===== src/rtl/sense_enable_pkg.sv =====
package sense_enable_pkg;

  // register select on the control bus
  typedef enum logic {
    SEL_CTRL = 1'b0,
    SEL_MASK = 1'b1
  } reg_sel_e;

endpackage


===== src/rtl/se_sync2.sv =====
// Two-flop synchronizer for one asynchronous level.
module se_sync2 #(
  parameter logic RST_VAL = 1'b0
) (
  input  logic clk_i,
  input  logic rst_ni,
  input  logic d_i,
  output logic q_o
);

  logic meta_q;
  logic sync_q;

  always_ff @(posedge clk_i or negedge rst_ni) begin
    if (!rst_ni) begin
      meta_q <= RST_VAL;
      sync_q <= RST_VAL;
    end else begin
      meta_q <= d_i;
      sync_q <= meta_q;
    end
  end

  assign q_o = sync_q;

endmodule


===== src/rtl/se_duration_qual.sv =====
// Raises hit_o on every cycle where level_i has been high for at least
// HOLD_CYC consecutive samples (the current one included).
module se_duration_qual #(
  parameter int HOLD_CYC = 8
) (
  input  logic clk_i,
  input  logic rst_ni,
  input  logic level_i,
  output logic hit_o
);

  localparam int CW = (HOLD_CYC > 1) ? $clog2(HOLD_CYC) : 1;
  localparam logic [CW-1:0] LAST = CW'(HOLD_CYC - 1);

  logic [CW-1:0] run_q;
  logic [CW-1:0] run_d;
  logic          run_en;
  logic          at_last;

  assign at_last = (run_q == LAST);

  always_comb begin
    run_d  = run_q;
    run_en = 1'b0;
    if (!level_i) begin
      run_d  = '0;
      run_en = (run_q != '0);
    end else if (!at_last) begin
      run_d  = run_q + 1'b1;
      run_en = 1'b1;
    end
  end

  always_ff @(posedge clk_i or negedge rst_ni) begin
    if (!rst_ni) begin
      run_q <= '0;
    end else if (run_en) begin
      run_q <= run_d;
    end
  end

  assign hit_o = level_i && at_last;

endmodule


===== src/rtl/se_settle_timer.sv =====
// Holds ready_o low for SETTLE_CYC cycles after the last load_i and after reset.
module se_settle_timer #(
  parameter int SETTLE_CYC = 48
) (
  input  logic clk_i,
  input  logic rst_ni,
  input  logic load_i,
  output logic ready_o
);

  localparam int TW = $clog2(SETTLE_CYC + 1);
  localparam logic [TW-1:0] FULL = TW'(SETTLE_CYC);

  logic [TW-1:0] left_q;
  logic [TW-1:0] left_d;
  logic          left_en;

  always_comb begin
    left_d  = left_q;
    left_en = 1'b0;
    if (load_i) begin
      left_d  = FULL;
      left_en = 1'b1;
    end else if (left_q != '0) begin
      left_d  = left_q - 1'b1;
      left_en = 1'b1;
    end
  end

  always_ff @(posedge clk_i or negedge rst_ni) begin
    if (!rst_ni) begin
      left_q <= FULL;
    end else if (left_en) begin
      left_q <= left_d;
    end
  end

  assign ready_o = (left_q == '0);

endmodule


===== src/rtl/sense_enable_reg.sv =====
module sense_enable_reg
  import sense_enable_pkg::*;
#(
  parameter int SENSE_N    = 2,
  parameter int EN_N       = 2,
  parameter int DATA_W     = 8,
  parameter int HOLD_CYC   = 8,
  parameter int SETTLE_CYC = 48
) (
  input  logic               clk_i,
  input  logic               rst_ni,
  input  logic               soft_rst_ni,
  input  logic [SENSE_N-1:0] sense_i,
  output logic [EN_N-1:0]    en_o,
  output logic               irq_o,
  output logic               ready_o,
  input  logic               addr_i,
  input  logic               wr_en_i,
  input  logic [DATA_W-1:0]  wdata_i,
  output logic [DATA_W-1:0]  rdata_o
);

  localparam int EN_LO  = SENSE_N;
  localparam int EN_HI  = SENSE_N + EN_N - 1;
  localparam int CTRL_W = SENSE_N + EN_N;

  // ---------------- sense inputs: synchronize then qualify ----------------
  logic [SENSE_N-1:0] sense_sync;
  logic [SENSE_N-1:0] sense_hit;

  for (genvar i = 0; i < SENSE_N; i++) begin : g_sense
    se_sync2 #(.RST_VAL(1'b0)) u_sync (
      .clk_i  (clk_i),
      .rst_ni (rst_ni),
      .d_i    (sense_i[i]),
      .q_o    (sense_sync[i])
    );
    se_duration_qual #(.HOLD_CYC(HOLD_CYC)) u_qual (
      .clk_i   (clk_i),
      .rst_ni  (rst_ni),
      .level_i (sense_sync[i]),
      .hit_o   (sense_hit[i])
    );
  end

  // ---------------- reset request: synchronize, qualify, settle -----------
  logic soft_sync_n;
  logic rst_hit;
  logic ready;

  se_sync2 #(.RST_VAL(1'b1)) u_rst_sync (
    .clk_i  (clk_i),
    .rst_ni (rst_ni),
    .d_i    (soft_rst_ni),
    .q_o    (soft_sync_n)
  );

  se_duration_qual #(.HOLD_CYC(HOLD_CYC)) u_rst_qual (
    .clk_i   (clk_i),
    .rst_ni  (rst_ni),
    .level_i (~soft_sync_n),
    .hit_o   (rst_hit)
  );

  se_settle_timer #(.SETTLE_CYC(SETTLE_CYC)) u_settle (
    .clk_i   (clk_i),
    .rst_ni  (rst_ni),
    .load_i  (rst_hit),
    .ready_o (ready)
  );

  // ---------------- register bits ----------------
  logic [SENSE_N-1:0] sense_q, sense_d;
  logic [EN_N-1:0]    en_q, en_d;
  logic               irq_en_q, irq_en_d;
  logic               regs_upd;
  logic               wr_ctrl;
  logic               wr_mask;
  logic               hold_clear;

  assign wr_ctrl    = wr_en_i && (reg_sel_e'(addr_i) == SEL_CTRL);
  assign wr_mask    = wr_en_i && (reg_sel_e'(addr_i) == SEL_MASK);
  assign hold_clear = !ready || rst_hit;

  always_comb begin
    sense_d  = sense_q;
    en_d     = en_q;
    irq_en_d = irq_en_q;
    if (hold_clear) begin
      sense_d  = '0;
      en_d     = '0;
      irq_en_d = 1'b0;
    end else begin
      if (wr_ctrl) begin
        sense_d = sense_q & ~wdata_i[SENSE_N-1:0];
        en_d    = wdata_i[EN_HI:EN_LO];
      end
      if (wr_mask) begin
        irq_en_d = wdata_i[0];
      end
      sense_d = sense_d | sense_hit;   // set takes priority over clear
    end
  end

  assign regs_upd = hold_clear || wr_en_i || (|sense_hit);

  always_ff @(posedge clk_i or negedge rst_ni) begin
    if (!rst_ni) begin
      sense_q  <= '0;
      en_q     <= '0;
      irq_en_q <= 1'b0;
    end else if (regs_upd) begin
      sense_q  <= sense_d;
      en_q     <= en_d;
      irq_en_q <= irq_en_d;
    end
  end

  // ---------------- outputs ----------------
  always_comb begin
    rdata_o = '0;
    case (reg_sel_e'(addr_i))
      SEL_CTRL: rdata_o[CTRL_W-1:0] = {en_q, sense_q};
      SEL_MASK: rdata_o[0]          = irq_en_q;
      default:  rdata_o             = '0;
    endcase
  end

  assign en_o    = en_q;
  assign irq_o   = irq_en_q && (|sense_q);
  assign ready_o = ready;

  logic unused_wdata;
  assign unused_wdata = ^wdata_i;

endmodule


===== config.mk =====
export PLATFORM = sky130hd
export DESIGN_NAME = sense_enable_reg
export DESIGN_NICKNAME = d
export VERILOG_FILES = /design/src/rtl/sense_enable_pkg.sv /design/src/rtl/se_sync2.sv /design/src/rtl/se_duration_qual.sv /design/src/rtl/se_settle_timer.sv /design/src/rtl/sense_enable_reg.sv
export SDC_FILE = /design/constraint.sdc
export NUM_CORES = 1
export LEC_CHECK = 0
export ABC_AREA = 1
export CORE_UTILIZATION = 50
export DETAILED_ROUTE_END_ITERATION = 6
export GPL_ROUTABILITY_DRIVEN = 0
export HOLD_SLACK_MARGIN = 0.06
export PLACE_DENSITY_LB_ADDON = 0.05
export SYNTH_ARGS = -nofsm -noshare
export SYNTH_HDL_FRONTEND = slang
export SYNTH_SLANG_ARGS = --single-unit

===== constraint.sdc =====
create_clock -name clk_i -period 1.7 [get_ports clk_i]
set_clock_uncertainty 0.1 [all_clocks]
set_input_delay 0.255 -clock clk_i [delete_from_list [all_inputs] [get_ports clk_i]]
set_output_delay 0.255 -clock clk_i [all_outputs]
set_load 0.03 [all_outputs]

==> results.cfg <==
[clock_network]
cts.sinks = 26
cts_hold_buffers = 0
htree_levels = 1
cts_made_buffers = 3
cts_tree = built
clockRootBuffer = clkbuf_4
clk_latency_ps = 310
clkTransAtPathRegs_ps = 130
cts_max_path_buffers = 2

[logic_synthesis]
synth_compound_area_share_pct = 9.46
async_reset_ff_share_pct = 100
synth_top_cell_area_share_pct = 39.6
synth-adder-area-share_pct = 9.91
synth_common_cells = 30 x nand2_1, 25 x inv_1, 22 x dfrtp_1
synth_top_family_by_area = simple AND/OR/NAND/NOR gates
synthMuxAreaShare_pct = 0
syn-cell-area_um2 = 1390
syn_avg_cell_area_um2 = 9.02
synth-edff-count = 0
ys_types = 27
synth_xor_area_share_pct = 0
synth_seq_area_share_pct = 47.2
synth_top_flop_cell = dfrtp_1
yosysMostFrequentCell = nand2_1
ys_warn_count = 0
synth-simple-area-share_pct = 22.1
ys_ff_latch = 26
synth_area_leaders = dfrtp_1 40%, ha_1 9.9%, nand2_1 8.1%
yosysTopAreaCell = dfrtp_1
syn_inst = 154

[setup_path]
worstPathArrival_ps = 1290
end_kind = output port
path_max_fanout = 5
r2r_setup_slack_ps = 140
crit_end = ready_o
r2r_end = irq_en_q$_DFFE_PN0P_
crit_type = reg -> out
r2r_cells = 5
critical_path.startpoint = u_settle.left_q[1]$_DFFE_PN0P_
start_kind = flip-flop
reg2reg_from = u_rst_qual.run_q[0]$_DFFE_PN0P_
cp.required_ps = 1340

[floorplan]
core_area_um2 = 2540
initial_core_util_pct = 54.6
pin_count = 27
die_x_um = 54.7
die_h_um = 54.7
die_area_um2 = 2990
row_count = 18

[drt]
vias = 1054
wl_mm = 2.31
ant_nets = 0
drtIter0Drc = 19
drc = 0
firstDrtPassIters = 4
routedWlPerCell_um = 11.0
via_per_inst = 5.02

[finish]
nNetsFinal = 207
drive_gt1_share_pct = 21.7
diodes = 0
areaGrowthSynthToFinish_pct = 19.5
fin_util_pct = 65.2

[grt]
grt_use_total_pct = 17.8
grt_pass1_vias = 963
grt_pass1_wl_mm = 3.76
grt_max_degree = 27
grt_antenna_before_repair = 0
gr-total-overflow = 0

[placement]
pre_cts_ws_ps = 113
hpwl_mm = 1.74
portBuffers = 18

[run_status]
status = complete, no violations

[timing]
fin_crit_sh_pct = 96.7
fin_ws_ps = 55.8
finalHoldViolCount = 0
setup_viol = 0
min_period_ps = 1640
slew_violations = 0
max_freq_ghz = 0.608

[job]
drv_cap = 0

[worst_hold_path]
min_path_type = in -> async

[power]
leakage_nw = 0.839
ir_drop_mv = 0.849
powerDensity_nw_per_um2 = 1220
finalPower_mw = 2.03
[kinds of logic after synthesis]
logic type	after synthesis
and+or+nand+nor	59
buffers and inverters	35
DFF	26
AOI/OAI and AO/OA	22
adders and majority gates	11
other	1
[metal layers]
metal  vias up  share of wire, %  wire, um  track usage (%)
met2        24                47      1080             31.3
met1       492                48      1100             21.2
met5         -                 0         0                0
met3         4               4.2        96             3.33
li1        534                 -         -                -
met4         0               1.3        29             6.41
[area by class of cell]
class	count	area, um^2
Timing Repair Buffer	24	213
Multi-Input combinational cell	96	611
Sequential cell	26	657
Inverter	30	115
Clock buffer	4	26.3
Fill cell	229	886
Tap cell	30	37.5
[critical path, cell delays in order (launching register included)]
cell and delay, ps:
dfrtp_1 430, inv_2 90, ha_4 150, nand3_4 100, inv_2 80, buf_6 120
[stage by stage]
step	std cells	TNS, ps	hold slack, ps	instance area (um^2)
2_1_floorplan	157	0	-141	1400
3_3_place_gp	201	0	234	1570
3_5_place_dp	201	0	239	1570
4_1_cts	206	0	190	1620
5_1_grt	210	-12.8	218	1660
6_report	210	0	182	1660
[placed cells by master, fill, tap and decap left out, types with 2 or more instances in the layout]
cell / count
clkbuf_4: 3
nand4_1: 2
dfrtp_1: 21
nand2_1: 30
ha_1: 10
nand3_1: 11
inv_1: 24
o21ai_2: 2
a21oi_1: 5
o21ai_1: 11
inv_2: 5
dfstp_2: 4
nor2_4: 2
dlygate4sd2_1: 3
nor2_1: 5
nor2_2: 2
conb_1: 4
clkdlybuf4s50_1: 10
buf_4: 10
[state kept, by name, indices dropped and copies added, names as in the netlist]
register and flops:
g_sense.u_sync.q_o 2, g_sense.u_sync.meta_q 2, g_sense.u_qual.run_q 6, u_rst_sync.q_o 1, u_rst_qual.run_q 3, en_o 2, irq_en_q 1, sense_q 2
u_settle.left_q 6, u_rst_sync.meta_q 1
[repair_timing]
item                       in CTS  in global routing
pin swaps                       0                  1
setup endpoints to repair       4                  1
gates resized for setup         8                  2
buffers inserted                1                  4
[worst min-delay path by stage]
stage / startpoint / end / slack (ps) / cells past startpoint
final: rst_ni / u_settle.left_q[1]$_DFFE_PN0P_ / 180 / 2
after global routing: rst_ni / en_o[0]$_DFFE_PN0P_ / 220 / 2
after CTS: rst_ni / u_settle.left_q[0]$_DFFE_PN0P_ / 190 / 2
after detailed placement: g_sense[1].u_sync.meta_q$_DFF_PN0_ / g_sense[1].u_sync.q_o$_DFF_PN0_ / 240 / 0
after global placement: g_sense[1].u_sync.meta_q$_DFF_PN0_ / g_sense[1].u_sync.q_o$_DFF_PN0_ / 230 / 0
after floorplan: rst_ni / en_o[0]$_DFFE_PN0P_ / -140 / 0
[power breakdown]
group | switching, mW | internal [mW]
Sequential | 0.143 | 0.800
Combinational | 0.461 | 0.363
Clock | 0.168 | 0.0916
No activity file was read; power rests on OpenSTA's default activity.
